==> src/rtl/tw_pkg.sv <==
package tw_pkg;
  typedef enum logic [1:0] {
    FLT_NONE  = 2'd0,
    FLT_XLAT  = 2'd1,
    FLT_ASIZE = 2'd2
  } tw_fault_e;

  localparam int DESC_W   = 128;
  localparam int B_VALID  = 0;
  localparam int B_ATTR_L = 2;
  localparam int B_AF     = 10;
  localparam int B_ADDR_L = 12;
  localparam int B_SKL_L  = 109;
  localparam int B_CONTIG = 111;
  localparam int B_NOCONT = 112;
endpackage

==> src/rtl/tw_index.sv <==
module tw_index #(
  parameter int VA_W     = 48,
  parameter int PA_W     = 56,
  parameter int GRAN     = 12,
  parameter int STRIDE   = 8,
  parameter int NLVL     = 5,
  parameter int DESC_SH  = 4,
  localparam int LW      = $clog2(NLVL + 1),
  localparam int SW      = $clog2(VA_W + 1)
) (
  input  logic [VA_W-1:0] va,
  input  logic [SW-1:0]   top,
  input  logic [LW-1:0]   lvl,
  input  logic [PA_W-1:0] base,
  output logic [PA_W-1:0] addr
);
  int              lo_i;
  int              width_i;
  logic [VA_W-1:0] span;
  logic [VA_W-1:0] index;

  always_comb begin
    lo_i    = GRAN + STRIDE * (NLVL - 1 - int'(lvl));
    width_i = int'(top) - lo_i;
    span    = {VA_W{1'b1}} >> (VA_W - width_i);
    index   = (va >> lo_i) & span;
    addr    = base + (PA_W'(index) << DESC_SH);
  end
endmodule

==> src/rtl/tw_decode.sv <==
module tw_decode
  import tw_pkg::*;
#(
  parameter int PA_W = 56,
  parameter int NLVL = 5,
  localparam int LW  = $clog2(NLVL + 1)
) (
  input  logic [DESC_W-1:0] desc,
  input  logic [LW-1:0]     lvl,
  output logic              valid,
  output logic [LW:0]       nxt,
  output logic              is_leaf,
  output logic              overrun,
  output logic [PA_W-1:0]   base,
  output logic              nocont,
  output logic              af,
  output logic              contig,
  output logic [3:0]        attr
);
  logic [1:0] skl;

  always_comb begin
    valid   = desc[B_VALID];
    skl     = desc[B_SKL_L +: 2];
    nxt     = {1'b0, lvl} + (LW+1)'(1) + (LW+1)'(skl);
    is_leaf = (nxt == (LW+1)'(NLVL));
    overrun = (nxt > (LW+1)'(NLVL));
    base    = {desc[PA_W-1:B_ADDR_L], {B_ADDR_L{1'b0}}};
    nocont  = desc[B_NOCONT];
    af      = desc[B_AF];
    contig  = desc[B_CONTIG];
    attr    = desc[B_ATTR_L +: 4];
  end
endmodule

==> src/rtl/tw_walker.sv <==
module tw_walker
  import tw_pkg::*;
#(
  parameter int VA_W   = 48,
  parameter int PA_W   = 56,
  parameter int GRAN   = 12,
  parameter int STRIDE = 8,
  parameter int NLVL   = 5,
  parameter int DESC_BYTES = 16,
  localparam int LW    = $clog2(NLVL + 1),
  localparam int SW    = $clog2(VA_W + 1),
  localparam int DSH   = $clog2(DESC_BYTES)
) (
  input  logic              clk,
  input  logic              rst,
  input  logic              req_valid,
  output logic              req_ready,
  input  logic [63:0]       req_va,
  input  logic [PA_W-1:0]   req_tbl,
  input  logic [1:0]        req_skl,
  output logic              mem_req,
  output logic [PA_W-1:0]   mem_addr,
  input  logic              mem_rsp_valid,
  input  logic [DESC_W-1:0] mem_rsp_data,
  output logic              res_valid,
  output logic [1:0]        res_fault,
  output logic [LW-1:0]     res_lvl,
  output logic [PA_W-1:0]   res_pa,
  output logic [3:0]        res_attr,
  output logic              res_af,
  output logic              res_taf,
  output logic              res_contig
);
  function automatic logic [SW-1:0] lo_of(input logic [LW-1:0] l);
    return SW'(GRAN + STRIDE * (NLVL - 1 - int'(l)));
  endfunction

  logic            busy;
  logic [VA_W-1:0] va_r;
  logic [LW-1:0]   lvl_r;
  logic            nocont_r;
  logic            taf_r;

  logic              d_valid, d_leaf, d_over, d_nocont, d_af, d_contig;
  logic [LW:0]       d_nxt;
  logic [PA_W-1:0]   d_base;
  logic [3:0]        d_attr;

  tw_decode #(.PA_W(PA_W), .NLVL(NLVL)) u_dec (
    .desc(mem_rsp_data), .lvl(lvl_r), .valid(d_valid), .nxt(d_nxt),
    .is_leaf(d_leaf), .overrun(d_over), .base(d_base), .nocont(d_nocont),
    .af(d_af), .contig(d_contig), .attr(d_attr)
  );

  logic [VA_W-1:0] ix_va;
  logic [SW-1:0]   ix_top;
  logic [LW-1:0]   ix_lvl;
  logic [PA_W-1:0] ix_base;
  logic [PA_W-1:0] ix_addr;

  always_comb begin
    if (!busy) begin
      ix_va   = req_va[VA_W-1:0];
      ix_top  = SW'(VA_W);
      ix_lvl  = LW'(req_skl);
      ix_base = req_tbl;
    end else begin
      ix_va   = va_r;
      ix_top  = lo_of(lvl_r);
      ix_lvl  = d_nxt[LW-1:0];
      ix_base = d_base;
    end
  end

  tw_index #(.VA_W(VA_W), .PA_W(PA_W), .GRAN(GRAN), .STRIDE(STRIDE),
             .NLVL(NLVL), .DESC_SH(DSH)) u_ix (
    .va(ix_va), .top(ix_top), .lvl(ix_lvl), .base(ix_base), .addr(ix_addr)
  );

  logic            va_canon;
  logic [PA_W-1:0] keep_mask;

  always_comb begin
    va_canon  = (&req_va[63:VA_W]) | ~(|req_va[63:VA_W]);
    keep_mask = {PA_W{1'b1}} << lo_of(lvl_r);
  end

  assign req_ready = !busy && !res_valid;

  always_ff @(posedge clk) begin
    if (rst) begin
      busy       <= 1'b0;
      va_r       <= '0;
      lvl_r      <= '0;
      nocont_r   <= 1'b0;
      taf_r      <= 1'b1;
      mem_req    <= 1'b0;
      mem_addr   <= '0;
      res_valid  <= 1'b0;
      res_fault  <= FLT_NONE;
      res_lvl    <= '0;
      res_pa     <= '0;
      res_attr   <= '0;
      res_af     <= 1'b0;
      res_taf    <= 1'b0;
      res_contig <= 1'b0;
    end else begin
      mem_req   <= 1'b0;
      res_valid <= 1'b0;
      if (req_ready && req_valid) begin
        if (!va_canon) begin
          res_valid <= 1'b1;
          res_fault <= FLT_ASIZE;
          res_lvl   <= LW'(req_skl);
        end else begin
          busy     <= 1'b1;
          va_r     <= req_va[VA_W-1:0];
          lvl_r    <= LW'(req_skl);
          nocont_r <= 1'b0;
          taf_r    <= 1'b1;
          mem_req  <= 1'b1;
          mem_addr <= ix_addr;
        end
      end else if (busy && mem_rsp_valid) begin
        if (!d_valid || d_over) begin
          busy      <= 1'b0;
          res_valid <= 1'b1;
          res_fault <= FLT_XLAT;
          res_lvl   <= lvl_r;
        end else if (d_leaf) begin
          busy       <= 1'b0;
          res_valid  <= 1'b1;
          res_fault  <= FLT_NONE;
          res_lvl    <= lvl_r;
          res_pa     <= (d_base & keep_mask) | (PA_W'(va_r) & ~keep_mask);
          res_attr   <= d_attr;
          res_af     <= d_af;
          res_taf    <= taf_r;
          res_contig <= d_contig & ~nocont_r;
        end else begin
          lvl_r    <= d_nxt[LW-1:0];
          nocont_r <= nocont_r | d_nocont;
          taf_r    <= taf_r & d_af;
          mem_req  <= 1'b1;
          mem_addr <= ix_addr;
        end
      end
    end
  end
endmodule

==> config.mk <==
export PLATFORM = sky130hd
export DESIGN_NAME = tw_walker
export DESIGN_NICKNAME = d
export VERILOG_FILES = /design/src/rtl/tw_pkg.sv /design/src/rtl/tw_index.sv /design/src/rtl/tw_decode.sv /design/src/rtl/tw_walker.sv
export SDC_FILE = /design/constraint.sdc
export NUM_CORES = 1
export LEC_CHECK = 0
export CORE_ASPECT_RATIO = 1.25
export CORE_MARGIN = 2
export CORE_UTILIZATION = 30
export DETAILED_ROUTE_END_ITERATION = 8
export PLACE_DENSITY = 0.61
export SETUP_SLACK_MARGIN = 0.4
export SYNTH_ARGS = -nofsm -noshare
export SYNTH_HDL_FRONTEND = slang
export SYNTH_HIERARCHICAL = 1
export SYNTH_SLANG_ARGS = --single-unit
==> constraint.sdc <==
create_clock -name clk -period 9 [get_ports clk]
set_input_delay 0.9 -clock clk [delete_from_list [all_inputs] [get_ports clk]]
set_output_delay 0.9 -clock clk [all_outputs]
set_load 0.01 [all_outputs]
## Word-level counts from Yosys, hierarchy flattened

Cells that the tools add are included.

- $add $sub $neg: 9
- Reductions and logical operators: 16
- Equality and inequality tests: 5
- Shifts and indexed selects: 3
- Magnitude comparators: 1
- Bitwise operators: 13
- Multiplexer cells: 48

Operators by type and width:

| operator | count |
|---|---|
| $mux 56 | 6 |
| $add 56x52->56 | 1 |
| $and 48x56->56 | 1 |
| $and 56x56->56 | 1 |
| $not 56->56 | 1 |
| $or 56x56->56 | 1 |
| $shl 56x6->56 const A | 1 |
| $and 48x48->48 | 1 |
| $mux 48 | 1 |
| $shr 48x32->48 | 1 |
| $shr 48x32->48 const A | 1 |
| $mux 3 | 11 |
| $add 5x32->32 const A | 1 |
| $sub 7x32->32 | 1 |
| $sub 7x32->32 const A | 1 |
| $mux 1 | 24 |
| $reduce_and 16->1 | 1 |
| $reduce_or 16->1 | 1 |
| $mux 2 | 5 |
| $reduce_and 4->1 | 2 |
| $add 5x6->6 const A | 1 |
| $mux 6 | 1 |
| $ne 2x2->1 const B | 3 |
| $reduce_and 3->1 | 2 |
| 16 further kinds | 25 |

- Input bits: 254
- Output and inout port bits: 127
- Register bits after elaboration: 180
- Logic and storage cells: 110

## Depth between registers and ports, before layout

Gate-level depths: netlist of the first run.

- Word-level depth: 14
- Depth in mapped cells: 45
- Mapped depth without buffers: 37

## By module

The synthesis of the first run kept the hierarchy.

Modules (own cells, without submodules):

| module | area an instance (sq um) | seq. area each (sq um) | times used | cells an instance |
|---|---|---|---|---|
| tw_walker | 10,606.4 | 3,603.5 | 1 | 1,233 |
| tw_index | 6,217.2 | 0.0 | 1 | 879 |
| tw_decode | 590.6 | 0.0 | 1 | 77 |

## Least setup slack after synthesis of the first run

Ideal clock, no wire load.

- Path kind: input port to flip-flop
- Start point: input port mem_rsp_data[109]
- End point: register mem_addr[52]
- Cell stages on the path: 41
- Data arrival time: 9,487 ps
- Data required time: 8,876 ps
- Buffers on the path: 7
- Setup time: 124 ps
- Path slack: -611 ps
- Cell sequence: inv_1 > ha_1 > inv_1 > nand2_1 > o21ai_0 > clkbuf_1 > inv_1 > clkbuf_1 > ha_1 > clkbuf_1 > inv_1 > nor2_1 > clkbuf_1 > clkbuf_1 > nand2_1 > ha_1 > inv_1 > fa_1 > (+5 left out) > a221oi_2 > a311o_1 > a22oi_2 > nand3_2 > a2111oi_0 > ha_1 > nor2b_1 > o31a_1 > o31ai_1 > a211oi_1 > nor3_1 > o21ai_0 > a211oi_2 > mux2i_1 > nand4_1 > nor2b_1 > mux2i_1 > nand3_1

- Longest elaborated chain between the ends: 13
- Elaborated cells between the ends (all ways): 21
- Those cells by class: add/sub: 6; order compare: 1; eq/ne: 3; shift: 2; mux: 6; bitwise: 1; reduce/logical: 2

Ends and longest elaborated chain:

| item | RTL line | text |
|---|---|---|
| start, declared | tw_walker.sv:24 | `input logic [DESC_W-1:0] mem_rsp_data,` |
| $add 4x2->4 (*) | tw_decode.sv:25 | `nxt = {1'b0, lvl} + (LW+1)'(1) + (LW+1)'(skl);` |
| net d_nxt[0] | tw_walker.sv:45 | `logic [LW:0] d_nxt;` |
| $mux 3 (*) | tw_walker.sv:62 | `if (!busy) begin` |
| net ix_lvl[0] | tw_walker.sv:57 | `logic [LW-1:0] ix_lvl;` |
| $sub 3x3->4 (*) | tw_index.sv:23 | `lo_i = GRAN + STRIDE * (NLVL - 1 - int'(lvl));` |
| $add 5x32->32 (*) | tw_index.sv:23 |  |
| $sub 7x32->32 | tw_index.sv:24 | `width_i = int'(top) - lo_i;` |
| $sub 7x32->32 | tw_index.sv:25 | `span = {VA_W{1'b1}} >> (VA_W - width_i);` |
| $shr 48x32->48 | tw_index.sv:25 |  |
| $and 48x48->48 (*) | tw_index.sv:26 | `index = (va >> lo_i) & span;` |
| $add 56x52->56 (*) | tw_index.sv:27 | `addr = base + (PA_W'(index) << DESC_SH);` |
| net ix_addr[52] | tw_walker.sv:59 | `logic [PA_W-1:0] ix_addr;` |
| $mux 56 | tw_walker.sv:130 | `end else if (d_leaf) begin` |
| $mux 56 | tw_walker.sv:125 | `if (!d_valid \|\| d_over) begin` |
| $mux 56 | tw_walker.sv:124 | `end else if (busy && mem_rsp_valid) begin` |
| $mux 56 (*) | tw_walker.sv:110 | `if (req_ready && req_valid) begin` |
| end signal, assigned | tw_walker.sv:122 | `mem_addr <= ix_addr;` |
| end signal, assigned | tw_walker.sv:145 | `mem_addr <= ix_addr;` |
| end, declared | tw_walker.sv:22 | `output logic [PA_W-1:0] mem_addr,` |

Mark *: on every way through the listed nets, which the timed path passes. The rest lies on a longest branch. The select of a mux whose other input is x is not followed.
A chain may end at the register's enable or synchronous reset.

## Final worst setup path of the first run

- Start point: input port mem_rsp_data[109]
- End point: register mem_addr[54]

Same word-level chain as after synthesis.

==> impl_metrics.csv, run 1 <==
group,metric,value,unit
outcome,status,"finished clean",
cts,cts.clk_slew.worst_paths,0.08,ns
place,routabilityCongestion,0.9127,
worst_setup_path,crit_fanout,5,
cts,clockBufferDepth,2,
place,port-buffer-count,306,
layout,finish.utilization,41.72,%
global_routing,grt_remaining_overflow,0,
worst_setup_path,critPathBufInv,11,
layout,syn2layout_area_growth,37.54,%
layout,layout-drive-gt1-share,22.57,%
layout,final_cell_mix,"303 x clkdlybuf4s50_1, 302 x buf_4, 219 x nand2_1",
worst_setup_path,r2r-start,"lvl_r[0]",
global_routing,grt.total_usage,23.66,%
power_and_ir_drop,p_leak,9.163,nW
floorplanning,die_area,59850,um2
worst_setup_path,cp.depth,40,
timing,slew_headroom,28.68,%
worst_setup_path,crit_slowest_cell,"fa_2",
worst_setup_path,crit_family,"simple AND/OR/NAND/NOR gates",
worst_setup_path,max_stage_delay,0.48,ns
power_and_ir_drop,pwr_density_cell,92.82,nW/um2
worst_setup_path,critical_path_class,"in2reg",
cts,cts_made_buffers,17,
logic_synthesis,synth.avg_cell_area,7.949,um2
job,max-cap-violations,0,
floorplanning,initial_utilization,30.33,%
cts,clock_latency,0.47,ns
timing,post-route-period-util,92.44,%
timing,skew,0.03040,ns
timing,finalSetupViolCount,0,
timing,hold_viol,0,
logic_synthesis,synth_cells,2185,
min_path,hold_class,"reg2reg",
min_path,hold_depth,2,
power_and_ir_drop,irDropWorstVdd,0.0001481,V
timing,fmax,0.1202,GHz
detailed_routing,wl_per_cell,21.69,um
detailed_routing,drtPass1Iterations,7,
worst_setup_path,cp_common_cell,"buf_4",
power_and_ir_drop,totalPowerFinal,0.002218,W
cts,postCtsHoldBufs,0,
worst_setup_path,r2r-end,"mem_addr[54]",
logic_synthesis,ys.warnings.count,6,
timing,slew_viol_final,0,
global_routing,antenna_found_initial,6,
floorplanning,ios,381,
timing,min_period,8.319,ns
detailed_routing,drc,0,
detailed_routing,drt_iter0_markers,1295,
floorplanning,core_area,57260,um2
detailed_routing,ant_nets,0,
global_routing,grt_max_degree,104,
worst_setup_path,cp.arrival,8.67,ns
cts,clock-sinks,180,
detailed_routing,totalWireLength,73.05,mm
timing,worst_pin_slew,1.068,ns
global_routing,grt_pass1_vias,18320,
worst_setup_path,reg2regPathDepth,39,
floorplanning,rows,98,
cts,h-tree-depth,4,
logic_synthesis,syn-cell-area,17370,um2
layout,fin_nets,2951,
worst_setup_path,critPathRequiredTime,9.35,ns
worst_setup_path,r2r_slack,0.72,ns
min_path,hold_start,"va_r[3]",
timing,rsz0062_at_grt,"false",
layout,mostFrequentLayoutCell,"clkdlybuf4s50_1",
global_routing,grt_pass1_wl,109.1,mm
floorplanning,die-height,273.0,um
place,place_hpwl,55.84,mm
worst_setup_path,end_kind,"flip-flop",
cts,root_buffer,"clkbuf_16",
worst_setup_path,startpoint_type,"input pin",
detailed_routing,vias,18240,
floorplanning,die_w,219.2,um
min_path,hold_end,"res_pa[3]",
cts,cts_tree,"done",
detailed_routing,viasPerCell,5.418,
==> how the worst max path moves through the flow <==
stage / endpoint / slack (ns) / from
detailed placement: mem_addr[38] / -0.48 / mem_rsp_data[109]
global placement: mem_addr[54] / -0.50 / mem_rsp_data[109]
global route: mem_addr[54] / 0.43 / mem_rsp_data[109]
floorplan: mem_addr[52] / 0.42 / mem_rsp_data[109]
finish: mem_addr[54] / 0.68 / mem_rsp_data[109]
CTS: mem_addr[54] / 0.41 / mem_rsp_data[109]
==> layout make-up <==
cell class	instances	area [um2]
fillers	5690	33370
multi-input cells	1725	13040
repair buffers	618	5474
flip-flops and latches	180	3607
well taps	750	938.4
clock buffers	18	439.2
inverters	59	229.0
clock inverters	14	160.2
diodes	3	7.507
==> worst min-delay path: cells and delay by family (launching register included) <==
kind | cells | cell delay [ns]
AO/OA/AOI/OAI | 1 | 0.05
AND/OR/NAND/NOR | 1 | 0.05
flip-flops | 1 | 0.31
==> registers in the layout, indices dropped and copies added (netlist names), 2 cells and up <==
name       cells
mem_addr      56
res_pa        56
va_r          48
res_attr       4
lvl_r          3
res_lvl        3
res_fault      2
==> timing repair <==
action,4_1_cts,5_1_grt
cloned,0,1
gates resized for setup,64,51
buffers inserted,14,15
setup endpoints to repair,25,37
pin swaps,30,26
==> where the power goes <==
group	switching (W)	internal (W)	total [W]
Combinational	0.000337	0.000278	0.000616
Clock	0.000422	0.000383	0.000804
Sequential	0.000000930	0.000796	0.000797
==> per-layer routing <==
metal,part of all wire (%),track usage [%]
met5,0.064,0
met4,5.8,13.28
met3,4.9,3.740
met2,51,42.85
met1,39,26.12
==> per-stage QoR <==
| step | setup slack, ns | instances | hold slack [ns] | setup TNS, ns | instance area [um2] |
|---|---|---|---|---|---|
| 3_3_place_gp | -0.5012 | 3302 | 0.4375 | -6.189 | 22420 |
| 5_1_grt | 0.4319 | 3365 | 0.4656 | 0 | 23890 |
| 2_1_floorplan | 0.4164 | 2200 | 0.4284 | 0 | 17550 |
| 4_1_cts | 0.4058 | 3348 | 0.4546 | 0 | 23460 |
| 6_report | 0.6806 | 3367 | 0.4525 | 0 | 23890 |
| 3_5_place_dp | -0.4819 | 3302 | 0.4423 | -7.204 | 22420 |
Power figures use the tool's default switching activity.
==> run 2, diff against run 1 <==
--- a/config.mk
+++ b/config.mk
@@ -5,11 +5,14 @@
 export SDC_FILE = /design/constraint.sdc
 export NUM_CORES = 1
 export LEC_CHECK = 0
+export CELL_PAD_IN_SITES_DETAIL_PLACEMENT = 1
+export CELL_PAD_IN_SITES_GLOBAL_PLACEMENT = 1
 export CORE_ASPECT_RATIO = 1.25
 export CORE_MARGIN = 2
 export CORE_UTILIZATION = 30
 export DETAILED_ROUTE_END_ITERATION = 8
-export PLACE_DENSITY = 0.61
+export HOLD_SLACK_MARGIN = 0.1
+export PLACE_DENSITY = 0.74
 export SETUP_SLACK_MARGIN = 0.4
 export SYNTH_ARGS = -nofsm -noshare
 export SYNTH_HDL_FRONTEND = slang
==> constraint.sdc (replaced) <==
create_clock -name clk -period 9.1 [get_ports clk]
set_input_delay 0.91 -clock clk [delete_from_list [all_inputs] [get_ports clk]]
set_output_delay 0.91 -clock clk [all_outputs]
set_load 0.01 [all_outputs]
==> impl_metrics.csv, run 2 (synthesis gave the netlist of run 1 again) <==
group,metric,value,unit
outcome,status,"finished clean",
cts,h-tree-depth,4,
timing,hold_ws,0.4539,ns
floorplanning,die_area,59850,um2
layout,fin_nets,2936,
detailed_routing,drtPass1Iterations,4,
global_routing,antenna_found_initial,4,
worst_setup_path,critPathRequiredTime,9.44,ns
cts,root_buffer,"clkbuf_16",
place,routabilityCongestion,0.9412,
timing,finalSetupViolCount,0,
layout,reg_top3,"mem_addr: 56 flops, res_pa: 56 flops, va_r: 48 flops",
detailed_routing,vias,18500,
worst_setup_path,cp.arrival,8.68,ns
timing,post-route-period-util,91.66,%
timing,slew_viol_final,0,
place,place_hpwl,59.49,mm
cts,clock-sinks,180,
detailed_routing,wl_per_cell,23.09,um
cts,clock_latency,0.47,ns
detailed_routing,viasPerCell,5.521,
layout,mostFrequentLayoutCell,"clkdlybuf4s50_1",
place,port-buffer-count,306,
power_and_ir_drop,p_leak,9.106,nW
worst_setup_path,crit_slowest_cell,"fa_2",
global_routing,grt_pass1_vias,19750,
power_and_ir_drop,irDropWorstVdd,0.0001263,V
worst_setup_path,end_kind,"flip-flop",
detailed_routing,drt_iter0_markers,1106,
timing,worst_pin_slew,1.251,ns
worst_setup_path,max_stage_delay,0.45,ns
layout,syn2layout_area_growth,37.28,%
cts,clockBufferDepth,2,
worst_setup_path,startpoint_type,"input pin",
floorplanning,rows,98,
global_routing,grt_remaining_overflow,0,
cts,cts_tree,"done",
layout,multi_input_area,13070,um2
power_and_ir_drop,totalPowerFinal,0.002178,W
floorplanning,core_area,57260,um2
timing,skew,0.02017,ns
global_routing,grt.total_usage,25.28,%
power_and_ir_drop,pwr_density_cell,91.33,nW/um2
timing,slew_headroom,16.40,%
timing,hold_viol,0,
detailed_routing,ant_nets,0,
layout,finish.utilization,41.64,%
worst_setup_path,r2r_slack,0.81,ns
place,post-place-ws,-0.6343,ns
global_routing,grt_pass1_wl,116.8,mm
layout,final_cell_mix,"303 x clkdlybuf4s50_1, 278 x buf_4, 219 x nand2_1",
layout,layout-drive-gt1-share,23.20,%
detailed_routing,drc,0,
cts,cts_made_buffers,17,
floorplanning,ios,381,
worst_setup_path,crit_fanout,5,
floorplanning,die_w,219.2,um
global_routing,grt_max_degree,108,
detailed_routing,totalWireLength,77.39,mm
timing,setup_ws,0.7589,ns
job,max-cap-violations,0,
timing,fmax,0.1199,GHz
timing,tns,0,ns
floorplanning,initial_utilization,30.33,%
cts,postCtsHoldBufs,0,
worst_setup_path,critical_path_class,"in2reg",
timing,min_period,8.341,ns
timing,rsz0062_at_grt,"false",
cts,cts.clk_slew.worst_paths,0.08,ns
layout,fillers,6734,
floorplanning,die-height,273.0,um
min_path,hold_class,"reg2reg",
layout,regArea,3607,um2
-- run 2: changes by cell type in the layout (fill, tap and decap cells not counted), sizes merged --
cell / before / now
buf: 312 / 298
clkinv: 5 / 3
diode: 3 / 2
inv: 66 / 67
-- run 2: per-stage QoR --
step	instances	area, um2
global route	3349	23840
global placement	3283	22240
floorplan	2200	17500
CTS	3327	23150
finish	3351	23840
detailed placement	3283	22240
-- run 2: report_power, final --
part           internal [W]  switching, W  leakage, nW
Sequential         0.000788   0.000000951         1.45
Clock              0.000373      0.000400        0.277
Combinational      0.000275      0.000341         7.38
-- run 2: final cells by class --
cell class,instances,share of cell area [%]
Multi-Input combinational cell,1725,54.83
Timing Repair Buffer,603,22.71
Sequential cell,180,15.13
Tap cell,750,3.936
Clock buffer,19,1.858
Inverter,59,0.9603
Clock inverter,13,0.5615
Antenna cell,2,0.02099
-- run 2: repair_timing --
| item | in CTS | in global routing |
|---|---|---|
| buffers inserted | 12 | 22 |
| gates resized for setup | 54 | 108 |
| pin swaps | 32 | 64 |
| gates cloned | 0 | 0 |
| endpoints found under the setup margin | 24 | 34 |
| endpoints found under the hold margin | 0 | 0 |
-- run 2: worst max-delay path, delay by kind of cell --
family                   cells  cell delay (ns)
AO/OA/AOI/OAI               11             2.18
adder cells (fa/ha/maj)      6             1.73
AND/OR/NAND/NOR              9             1.62
buffers and inverters       13             1.55
multiplexers                 2             0.47
XOR/XNOR                     1             0.18
-- run 2: final timing paths --
kind,startpoint,end,cells after the start
hold reg to reg,va_r[2],res_pa[2],2
hold / removal,va_r[2],res_pa[2],2
setup reg to reg,lvl_r[0],mem_addr[51],41
setup / recovery,mem_rsp_data[109],mem_addr[51],42
-- run 2: layer usage --
metal | GRT usage (%) | wire length [um]
met3 | 2.860 | 3064
met2 | 47.49 | 40640
met4 | 14.19 | 4655
met5 | 0 | 36
met1 | 27.21 | 28990
